**src/rtl/tes_pkg.sv**
```systemverilog
package tes_pkg;
  localparam int CTL_W   = 3;
  localparam int CTL_RD  = 0;
  localparam int CTL_WR  = 1;
  localparam int CTL_IMP = 2;

  typedef enum logic [1:0] {
    SEQ_IDLE   = 2'd0,
    SEQ_INIT   = 2'd1,
    SEQ_REGION = 2'd2
  } seq_mode_e;
endpackage

```
**src/rtl/tes_state_ram.sv**
```systemverilog
module tes_state_ram #(
  parameter int AW = 10
) (
  input  logic          clk,
  input  logic          we,
  input  logic [AW-1:0] waddr,
  input  logic          wdata,
  input  logic [AW-1:0] raddr,
  output logic          rdata
);
  localparam int DEPTH = 1 << AW;

  logic mem [DEPTH];

  always_ff @(posedge clk) begin
    if (we) mem[waddr] <= wdata;
  end

  always_ff @(posedge clk) begin
    rdata <= mem[raddr];
  end
endmodule

```
**src/rtl/tes_region_seq.sv**
```systemverilog
module tes_region_seq
  import tes_pkg::*;
#(
  parameter int LINE_AW   = 10,
  parameter int REGION_LW = 6
) (
  input  logic                         clk,
  input  logic                         rst,
  input  logic                         cmd_valid_i,
  input  logic [LINE_AW-REGION_LW-1:0] cmd_region_i,
  input  logic                         cmd_set_i,
  input  logic                         port_free_i,
  output logic                         cmd_ready_o,
  output logic                         init_o,
  output logic                         rgn_busy_o,
  output logic [LINE_AW-REGION_LW-1:0] rgn_o,
  output logic                         we_o,
  output logic [LINE_AW-1:0]           waddr_o,
  output logic                         wdata_o
);
  localparam int RG_AW = LINE_AW - REGION_LW;

  seq_mode_e        mode;
  logic [LINE_AW-1:0] cnt;
  logic             val;
  logic             last;

  assign last = (mode == SEQ_INIT) ? (&cnt) : (&cnt[REGION_LW-1:0]);

  assign we_o        = (mode != SEQ_IDLE) && port_free_i;
  assign waddr_o     = cnt;
  assign wdata_o     = val;
  assign cmd_ready_o = (mode == SEQ_IDLE) && !rst;
  assign init_o      = (mode == SEQ_INIT);
  assign rgn_busy_o  = (mode == SEQ_REGION);
  assign rgn_o       = cnt[LINE_AW-1:REGION_LW];

  always_ff @(posedge clk) begin
    if (rst) begin
      mode <= SEQ_INIT;
      cnt  <= '0;
      val  <= 1'b0;
    end else begin
      case (mode)
        SEQ_IDLE: begin
          if (cmd_valid_i) begin
            mode <= SEQ_REGION;
            cnt  <= {cmd_region_i, {REGION_LW{1'b0}}};
            val  <= cmd_set_i;
          end
        end
        SEQ_INIT, SEQ_REGION: begin
          if (we_o) begin
            cnt <= cnt + 1'b1;
            if (last) mode <= SEQ_IDLE;
          end
        end
        default: mode <= SEQ_IDLE;
      endcase
    end
  end

  AST_CMD_HOLDS_OFF: assert property (@(posedge clk) disable iff (rst)
    (cmd_valid_i && cmd_ready_o) |=> !cmd_ready_o);

  AST_SWEEP_STAYS_IN_REGION: assert property (@(posedge clk) disable iff (rst)
    (mode == SEQ_REGION && !last) |=> (cnt[LINE_AW-1:REGION_LW] == $past(cnt[LINE_AW-1:REGION_LW])));

  initial begin
    assert (RG_AW >= 1) else $error("region field must be at least one bit");
  end
endmodule

```
**src/rtl/tes_verdict.sv**
```systemverilog
module tes_verdict
  import tes_pkg::*;
#(
  parameter int LINE_AW = 10,
  parameter int CNT_W   = 16
) (
  input  logic               clk,
  input  logic               rst,
  input  logic               vld_i,
  input  logic               write_i,
  input  logic               trusted_i,
  input  logic [LINE_AW-1:0] line_i,
  input  logic               state_i,
  input  logic [CTL_W-1:0]   ctl_i,
  output logic               viol_o,
  output logic               upd_o,
  output logic [CNT_W-1:0]   cnt_o,
  output logic               first_vld_o,
  output logic [LINE_AW-1:0] first_line_o
);
  logic chk_en;

  assign chk_en = write_i ? ctl_i[CTL_WR] : ctl_i[CTL_RD];
  assign viol_o = vld_i && !trusted_i && state_i && chk_en;
  assign upd_o  = vld_i && write_i && ctl_i[CTL_IMP] && !viol_o;

  always_ff @(posedge clk) begin
    if (rst) begin
      cnt_o        <= '0;
      first_vld_o  <= 1'b0;
      first_line_o <= '0;
    end else begin
      if (viol_o && (cnt_o != {CNT_W{1'b1}})) cnt_o <= cnt_o + 1'b1;
      if (viol_o && !first_vld_o) begin
        first_vld_o  <= 1'b1;
        first_line_o <= line_i;
      end
    end
  end

  AST_COUNT_NEVER_DROPS: assert property (@(posedge clk) disable iff (rst)
    cnt_o >= $past(cnt_o));

  AST_FIRST_IS_STICKY: assert property (@(posedge clk) disable iff (rst)
    first_vld_o |=> (first_vld_o && $stable(first_line_o)));
endmodule

```
**src/rtl/tes_access_ctrl.sv**
```systemverilog
module tes_access_ctrl
  import tes_pkg::*;
#(
  parameter int LINE_AW    = 10,
  parameter int REGION_LW  = 6,
  parameter int CNT_W      = 16,
  parameter bit SUPPORT_RD = 1'b1,
  parameter bit SUPPORT_WR = 1'b1
) (
  input  logic                         clk,
  input  logic                         rst,
  output logic [1:0]                   cap_o,
  input  logic                         ctl_we_i,
  input  logic [2:0]                   ctl_wdata_i,
  output logic [2:0]                   ctl_o,
  input  logic                         cmd_valid_i,
  output logic                         cmd_ready_o,
  input  logic [LINE_AW-REGION_LW-1:0] cmd_region_i,
  input  logic                         cmd_set_i,
  input  logic                         req_valid_i,
  output logic                         req_ready_o,
  input  logic                         req_write_i,
  input  logic                         req_trusted_i,
  input  logic [LINE_AW-1:0]           req_line_i,
  output logic                         rsp_valid_o,
  output logic                         rsp_write_o,
  output logic                         rsp_err_o,
  output logic [CNT_W-1:0]             viol_count_o,
  output logic                         first_viol_valid_o,
  output logic [LINE_AW-1:0]           first_viol_line_o
);
  localparam int RG_AW = LINE_AW - REGION_LW;
  localparam logic [CTL_W-1:0] CTL_MASK = {1'b1, SUPPORT_WR, SUPPORT_RD};

  logic [CTL_W-1:0]   ctl_q;
  logic               seq_init, seq_busy, seq_we, seq_wdata;
  logic [RG_AW-1:0]   seq_rgn;
  logic [LINE_AW-1:0] seq_waddr;
  logic               req_fire, cmd_fire;
  logic               s1_vld, s1_wr, s1_tr;
  logic [LINE_AW-1:0] s1_line;
  logic               byp_hit, byp_val;
  logic               ram_rdata, s1_state;
  logic               viol, upd;
  logic               ram_we, ram_wdata;
  logic [LINE_AW-1:0] ram_waddr;
  logic               hit_busy, hit_new;

  assign cap_o = {SUPPORT_WR, SUPPORT_RD};
  assign ctl_o = ctl_q;

  always_ff @(posedge clk) begin
    if (rst)           ctl_q <= '0;
    else if (ctl_we_i) ctl_q <= ctl_wdata_i & CTL_MASK;
  end

  tes_region_seq #(
    .LINE_AW  (LINE_AW),
    .REGION_LW(REGION_LW)
  ) u_seq (
    .clk         (clk),
    .rst         (rst),
    .cmd_valid_i (cmd_valid_i),
    .cmd_region_i(cmd_region_i),
    .cmd_set_i   (cmd_set_i),
    .port_free_i (!upd),
    .cmd_ready_o (cmd_ready_o),
    .init_o      (seq_init),
    .rgn_busy_o  (seq_busy),
    .rgn_o       (seq_rgn),
    .we_o        (seq_we),
    .waddr_o     (seq_waddr),
    .wdata_o     (seq_wdata)
  );

  assign cmd_fire = cmd_valid_i && cmd_ready_o;
  assign hit_busy = seq_busy && (req_line_i[LINE_AW-1:REGION_LW] == seq_rgn);
  assign hit_new  = cmd_fire && (req_line_i[LINE_AW-1:REGION_LW] == cmd_region_i);
  assign req_ready_o = !rst && !seq_init && !hit_busy && !hit_new;
  assign req_fire    = req_valid_i && req_ready_o;

  assign ram_we    = upd || seq_we;
  assign ram_waddr = upd ? s1_line : seq_waddr;
  assign ram_wdata = upd ? s1_tr : seq_wdata;

  tes_state_ram #(.AW(LINE_AW)) u_ram (
    .clk  (clk),
    .we   (ram_we),
    .waddr(ram_waddr),
    .wdata(ram_wdata),
    .raddr(req_line_i),
    .rdata(ram_rdata)
  );

  always_ff @(posedge clk) begin
    if (rst) begin
      s1_vld  <= 1'b0;
      s1_wr   <= 1'b0;
      s1_tr   <= 1'b0;
      s1_line <= '0;
      byp_hit <= 1'b0;
      byp_val <= 1'b0;
    end else begin
      s1_vld  <= req_fire;
      s1_wr   <= req_write_i;
      s1_tr   <= req_trusted_i;
      s1_line <= req_line_i;
      byp_hit <= upd && (s1_line == req_line_i);
      byp_val <= s1_tr;
    end
  end

  assign s1_state = byp_hit ? byp_val : ram_rdata;

  tes_verdict #(
    .LINE_AW(LINE_AW),
    .CNT_W  (CNT_W)
  ) u_verdict (
    .clk         (clk),
    .rst         (rst),
    .vld_i       (s1_vld),
    .write_i     (s1_wr),
    .trusted_i   (s1_tr),
    .line_i      (s1_line),
    .state_i     (s1_state),
    .ctl_i       (ctl_q),
    .viol_o      (viol),
    .upd_o       (upd),
    .cnt_o       (viol_count_o),
    .first_vld_o (first_viol_valid_o),
    .first_line_o(first_viol_line_o)
  );

  always_ff @(posedge clk) begin
    if (rst) begin
      rsp_valid_o <= 1'b0;
      rsp_write_o <= 1'b0;
      rsp_err_o   <= 1'b0;
    end else begin
      rsp_valid_o <= s1_vld;
      rsp_write_o <= s1_wr;
      rsp_err_o   <= viol;
    end
  end

  AST_RSP_TWO_CYCLES: assert property (@(posedge clk) disable iff (rst)
    req_fire |=> ##1 rsp_valid_o);

  AST_TRUSTED_NEVER_FAULTS: assert property (@(posedge clk) disable iff (rst)
    (req_fire && req_trusted_i) |=> ##1 !rsp_err_o);

  AST_NO_UPDATE_IN_BUSY_REGION: assert property (@(posedge clk) disable iff (rst)
    (upd && seq_busy) |-> (s1_line[LINE_AW-1:REGION_LW] != seq_rgn));

  AST_CTL_WITHIN_CAP: assert property (@(posedge clk) disable iff (rst)
    ((ctl_o[1:0] & ~cap_o) == 2'b00));
endmodule

```
**config.mk**
```make
export PLATFORM = sky130hd
export DESIGN_NAME = tes_access_ctrl
export DESIGN_NICKNAME = d
export VERILOG_FILES = /design/src/rtl/tes_pkg.sv /design/src/rtl/tes_state_ram.sv /design/src/rtl/tes_region_seq.sv /design/src/rtl/tes_verdict.sv /design/src/rtl/tes_access_ctrl.sv
export SDC_FILE = /design/constraint.sdc
export NUM_CORES = 2
export LEC_CHECK = 0
export ABC_CLOCK_PERIOD_IN_PS = 25300
export CORE_UTILIZATION = 30
export DETAILED_ROUTE_END_ITERATION = 10
export MAX_ROUTING_LAYER = met4
export PLACE_DENSITY_LB_ADDON = 0.2
export SETUP_SLACK_MARGIN = 0.5
export SLEW_MARGIN = 30
export SYNTH_ARGS = -nofsm -noshare
export SYNTH_HDL_FRONTEND = slang
export SYNTH_HIERARCHICAL = 1
export SYNTH_SLANG_ARGS = --single-unit
export TNS_END_PERCENT = 100
```
**constraint.sdc**
```tcl
create_clock -name clk -period 25.3 [get_ports clk]
set_clock_uncertainty 0.05 [all_clocks]
set_input_delay 6.325 -clock clk [delete_from_list [all_inputs] [get_ports clk]]
set_output_delay 6.325 -clock clk [all_outputs]
set_load 0.1 [all_outputs]
```
# Yosys cells after proc, flatten, opt, wreduce, memory -nomap -nowiden
# Memories as Yosys holds them, arrays and structs flattened. A register that Yosys moved wholly into a read port is not among the register bits.
# Index checks and enable logic that the tools add are counted.
# word_totals
reg_bits	61
latchBits	0
ramBits	1024
rom_bits	0
in_bits	25
output_inout_bits	37
word_cells	78
n_memories	1
# mem_list
memory	words	word_bits	rd	rd_ports_with_merged_regs	wr	line	source
u_ram.mem	1024	1	1	1	1	tes_state_ram.sv:13	logic mem [DEPTH];
# op_classes
add_sub_neg	2
mul	0
n_div	0
n_lt_le_gt_ge	0
eq_ne	9
shift	0
n_mux	14
bitwise_logic	0
reduce_logical	36
# ops
op	count
$mux 10	3
$pmux 10 s2	1
$logic_and 1x1->1	18
$add 16x1->16 const B	1
$ne 16x16->1 const B	1
$add 10x1->10 const B	1
$eq 10x10->1	1
$reduce_and 10->1	1
$eq 4x4->1	2
$logic_not 1->1	8
$mux 1	6
$mux 2	3
$reduce_and 3->1	2
$reduce_and 6->1	1
$ne 2x2->1 const B	2
$pmux 2 s2	1
$reduce_bool 2->1	2
$eq 2x1->1 const B	1
$eq 2x2->1 const B	1
$logic_not 2->1	1
$ne 2x1->1 const B	1
$reduce_and 2->1	1
$reduce_or 2->1	1
$logic_or 1x1->1	1

# Depth between registers and ports, before layout
# depth
depth_word	11
ltp_mapped	15
ltp_nobuf	11

# Hierarchy
# The synthesis kept the hierarchy.
# modules_own_cells
mod	instances	cells_per_inst	area_each_um2	seq_area_each_um2
tes_state_ram	1	3112	44656.6	30769.5
tes_verdict	1	142	1277.5	540.5
tes_access_ctrl	1	91	964.7	420.4
tes_region_seq	1	102	852.1	260.2

# Least setup slack after synthesis
# OpenSTA, ideal clock, no wires.
# synth_path
path_kind	register -> register
startpoint	register ctl_q[1], in the netlist ctl_o[1]
endpoint	memory u_ram.mem[0], data pin
setup_time_ps	2645
arrival_time_ps	13519
required_ps	22605
path_slack_ps	9086
path_stages_with_launch	6
n_path_buf	0
synth_period_minus_slack_ps	16214
cell_sequence	dfxtp_1 -> mux2i_1 -> or2_1 -> inv_2 -> nor2_1 -> mux2_1
# synth_between
elab_chain_len	5
# synth_lines
element	line	source
from (decl)	tes_access_ctrl.sv:35	logic [CTL_W-1:0] ctl_q;
from (signal assigned)	tes_access_ctrl.sv:54	else if (ctl_we_i) ctl_q <= ctl_wdata_i & CTL_MASK;
$mux 1	tes_verdict.sv:23	assign chk_en = write_i ? ctl_i[CTL_WR] : ctl_i[CTL_RD];
$logic_and 1x1->1	tes_verdict.sv:24	assign viol_o = vld_i && !trusted_i && state_i && chk_en;
named net viol	tes_access_ctrl.sv:44	logic viol, upd;
$logic_not 1->1	tes_verdict.sv:25	assign upd_o = vld_i && write_i && ctl_i[CTL_IMP] && !viol_o;
$logic_and 1x1->1	tes_verdict.sv:25	
named net upd	tes_access_ctrl.sv:44	
$mux 1	tes_access_ctrl.sv:84	assign ram_wdata = upd ? s1_tr : seq_wdata;
named net ram_wdata	tes_access_ctrl.sv:45	logic ram_we, ram_wdata;
to (decl)	tes_state_ram.sv:13	
# The timed path passes the listed nets, and every way through them passes these cells.

# Final worst setup path
# layout_path
startpoint	input port req_line_i[8]
endpoint	output port req_ready_o
# layout_between
elab_chain_len	5
word_cells_on_any_way	8
cone_classes	eq/ne: 2; reduce/logical: 6
# layout_lines
element	line	source
from (decl)	tes_access_ctrl.sv:24	input logic [LINE_AW-1:0] req_line_i,
$eq 4x4->1	tes_access_ctrl.sv:77	assign hit_busy = seq_busy && (req_line_i[LINE_AW-1:REGION_LW] == seq_rgn);
$logic_and 1x1->1	tes_access_ctrl.sv:77	
$logic_not 1->1	tes_access_ctrl.sv:79	assign req_ready_o = !rst && !seq_init && !hit_busy && !hit_new;
$logic_and 1x1->1	tes_access_ctrl.sv:79	
$logic_and 1x1->1 (*)	tes_access_ctrl.sv:79	
to (decl)	tes_access_ctrl.sv:21	output logic req_ready_o,
# Mark *: on every way between the ends. The rest lies on a longest branch, timed or not.

==> summary.txt <==
STA
  • Tmin final: 15.40 ns
  • Crit share post-route: 60.9%
  • Final hold viol count: 0
  • Relative slew slack: 31.9%
  • Fin. max-slew vios: 0
  • Fmax: 65.0 MHz
  • RSZ-0062 raised after global routing: no
  • Endpoints failing setup: 0
  • TNS Setup: 0 ns
  • Worst slew pin tran: 1.02 ns
  • Post-route setup slack: 9.90 ns

Worst hold path
  • Hold Path Sink: u_seq/mode[0]
  • HP Start: u_seq/mode[0]
  • Worst Hold Class: reg2reg
  • WHS Path Cells: 2

Cells and area
  • Layout cells sized above 1: 15.7%
  • Most common cell after layout, fill and taps aside: nor2_1
  • Core Util, Final: 34.2%
  • Most frequent cells in the layout: 1067 x nor2_1, 1024 x edfxtp_1, 200 x mux4_2, 138 x mux2i_1, 123 x clkbuf_16
  • Final net count: 3423
  • Area grow syn2layout: 13.2%

Detailed routing
  • Post-route DRC: 0
  • Via-to-Cell Ratio: 5.27
  • Post-DRT Antenna Nets: 0
  • Via count: 29300
  • First-pass detailed-route iteration total: 7
  • Aggregate routed wire length: 147000 µm
  • Routed wire length per instance: 26.4 µm
  • DR iter-0 viols: 3301

Power
  • Total power: 3.73 mW
  • Power Density: 69.0 nW/µm²
  • Leak: 18.6 nW
  • Peak supply drop: 0.0000611 V

Worst setup path
  • CP startpoint kind: primary input
  • FF-to-FF path depth: 9
  • Crit Reg-Reg Endpoint: u_ram/mem[821]
  • Critical path, cell by cell: clkdlybuf4s50_1 > xor2_1 > nor3_1 > a311o_1 > nor2_1 > clkdlybuf4s50_1
  • Slowest CP cell: clkdlybuf4s50_1
  • Kind of critical path: in2out
  • Crit-path max cell delay: 1.14 ns
  • Crit end category: primary output
  • FF-to-FF setup slack: 20.55 ns
  • Worst Path Arrival: 9.02 ns
  • WP data required: 18.93 ns
  • Worst path top cell family by delay: buffers and inverters
  • RR Startpoint: s1_wr
  • Worst Path Max Fanout: 8
  • Critical path buffers and inverters: 2
  • Top cell by count, worst path: clkdlybuf4s50_1

Die
  • Num rows: 146
  • Top-Level Pins: 62
  • Core Area: 158000 µm²
  • Die area: 161000 µm²
  • Die Y: 401 µm
  • Initial Util: 30.2%
  • Die Wd: 401 µm

Outcome
  • Status: completed

Clock network
  • TritonCTS clock tree: built
  • Num Clock Sinks: 1086
  • Post-CTS sizing: 0
  • Worst-Skew Late Latency: 0.72 ns
  • CTS Buf Count: 118
  • Postcts setup bufs: 0
  • H-tree levels: 3
  • Cts hold-fix bufs: 0
  • CTS root buf: clkbuf_16
  • Maximum clock path buffer count: 3
  • Reg clk slew, reported paths: 0.06 ns

Logic synthesis
  • Commonest register cell after synthesis: edfxtp_1
  • Post-synth ARST share: 0%
  • Register bit total from synthesis: 1086
  • Average cell area after synthesis: 13.9 µm²
  • Syn Std Cell Area: 47800 µm²
  • Sequential share of the synthesized area: 67.0%
  • Warnings, synthesis: 6
  • Post-synthesis cell type count: 75
  • Post-synth EDFFs: 1024
  • Mapped Cells: 3447

Placed design
  • IO buf count: 59
  • Hpwl dp: 77000 µm
  • Dpl ws: 9.89 ns
  • Routability cong.: 0.786

Global routing
  • Vias in the first global route: 28500
  • Total Routing Usage GR: 18.5%
  • Grt total ovfl: 0
  • Initial antenna violation count: 10
  • First-pass GRT wire length: 210000 µm
  • Largest net degree at the start of global routing: 253

Run
  • Max_cap viols: 0
## Yosys cell counts, types with 9 or more instances
| cell type | number | share of area [%] |
|---|---|---|
| a21oi_1 | 57 | 0.60 |
| a22oi_1 | 17 | 0.27 |
| buf_1 | 58 | 0.46 |
| buf_2 | 25 | 0.26 |
| buf_4 | 19 | 0.30 |
| buf_6 | 20 | 0.47 |
| clkbuf_1 | 192 | 1.5 |
| dfxtp_1 | 62 | 2.6 |
| edfxtp_1 | 1024 | 64 |
| inv_1 | 10 | 0.079 |
| mux2_1 | 14 | 0.33 |
| mux2i_1 | 138 | 2.9 |
| mux4_1 | 14 | 0.77 |
| mux4_2 | 200 | 9.4 |
| nand2_1 | 99 | 0.78 |
| nand2b_1 | 11 | 0.14 |
| nand3_1 | 45 | 0.47 |
| nand4_1 | 14 | 0.18 |
| nor2_1 | 1068 | 8.4 |
| nor2b_1 | 30 | 0.39 |
| nor3_1 | 47 | 0.49 |
| nor4_1 | 13 | 0.17 |
| o21ai_0 | 15 | 0.16 |
| o221ai_1 | 49 | 0.90 |
| o22ai_1 | 29 | 0.38 |
| o31ai_1 | 9 | 0.14 |
| xor2_1 | 18 | 0.33 |
## flip-flops by register name, indices dropped and copies added, names as in the netlist, 2 cells and up
| name | cells |
|---|---|
| u_seq/mode | 2 |
| u_verdict/cnt_o | 16 |
| ctl_o | 3 |
| u_verdict/first_line_o | 10 |
| u_ram/mem | 1024 |
| s1_line | 10 |
| u_seq/waddr_o | 10 |
## cell families after synthesis
logic type	after synthesis	share of synthesized area (%)
other	1	0.00785
buffers and inverters	338	3.41
flip-flops	1086	67.0
AND/OR/NAND/NOR	1393	12.1
multiplexers	369	13.5
adder cells (fa/ha/maj)	5	0.131
AO/OA/AOI/OAI	233	3.41
XOR/XNOR	22	0.404
## report_power, final
| part | total, mW | switching, mW | internal (mW) |
|---|---|---|---|
| combinational | 0.135 | 0.0964 | 0.0384 |
| clock | 1.65 | 0.720 | 0.930 |
| sequential | 1.94 | 0.00340 | 1.94 |
## worst register-to-register path, stage by stage (launching register included)
cell and delay (ns):
dfxtp_1 0.37, mux2i_1 0.60, or2_1 0.29, inv_2 0.09
nor2_1 0.11, buf_4 0.25, mux2_1 0.45, nor2b_2 0.81
nand3_1 0.87, nor4b_1 0.55
## how the worst max path moves through the flow
stage                        startpoint      endpoint  slack (ns)  cells after the start
after floorplan                ctl_o[1]  u_ram/mem[0]        9.09                      5
after global placement    req_line_i[8]   req_ready_o        9.84                      6
after detailed placement  req_line_i[8]   req_ready_o        9.89                      6
after CTS                 req_line_i[8]   req_ready_o        9.88                      6
after global routing      req_line_i[8]   req_ready_o        9.81                      6
final                     req_line_i[8]   req_ready_o        9.90                      6
## metrics by stage
stage | area [µm²] | hold slack [ns] | instances
global route | 54000 | 0.479 | 5564
floorplan | 47800 | 0.382 | 3448
finish | 54000 | 0.453 | 5564
detailed placement | 50300 | 0.442 | 5343
CTS | 54000 | 0.459 | 5560
global placement | 50200 | 0.437 | 5341
## per-layer routing
layer	part of all wire [%]	up-vias	global-route usage, %
met3	6.0	195	2.19
met4	2.2	0	4.90
met1	45	15600	25.9
met5	0	-	-
met2	46	902	28.4
li1	-	12600	-
## layout make-up
type | count | area [µm²]
multi-input cells | 2024 | 14400
diodes | 2 | 5.00
clock inverters | 69 | 464
flip-flops and latches | 1086 | 32000
fillers | 15600 | 104000
inverters | 14 | 52.6
repair buffers | 149 | 1340
clock buffers | 148 | 3170
well taps | 2072 | 2590
(Power assumes the default switching activity.)
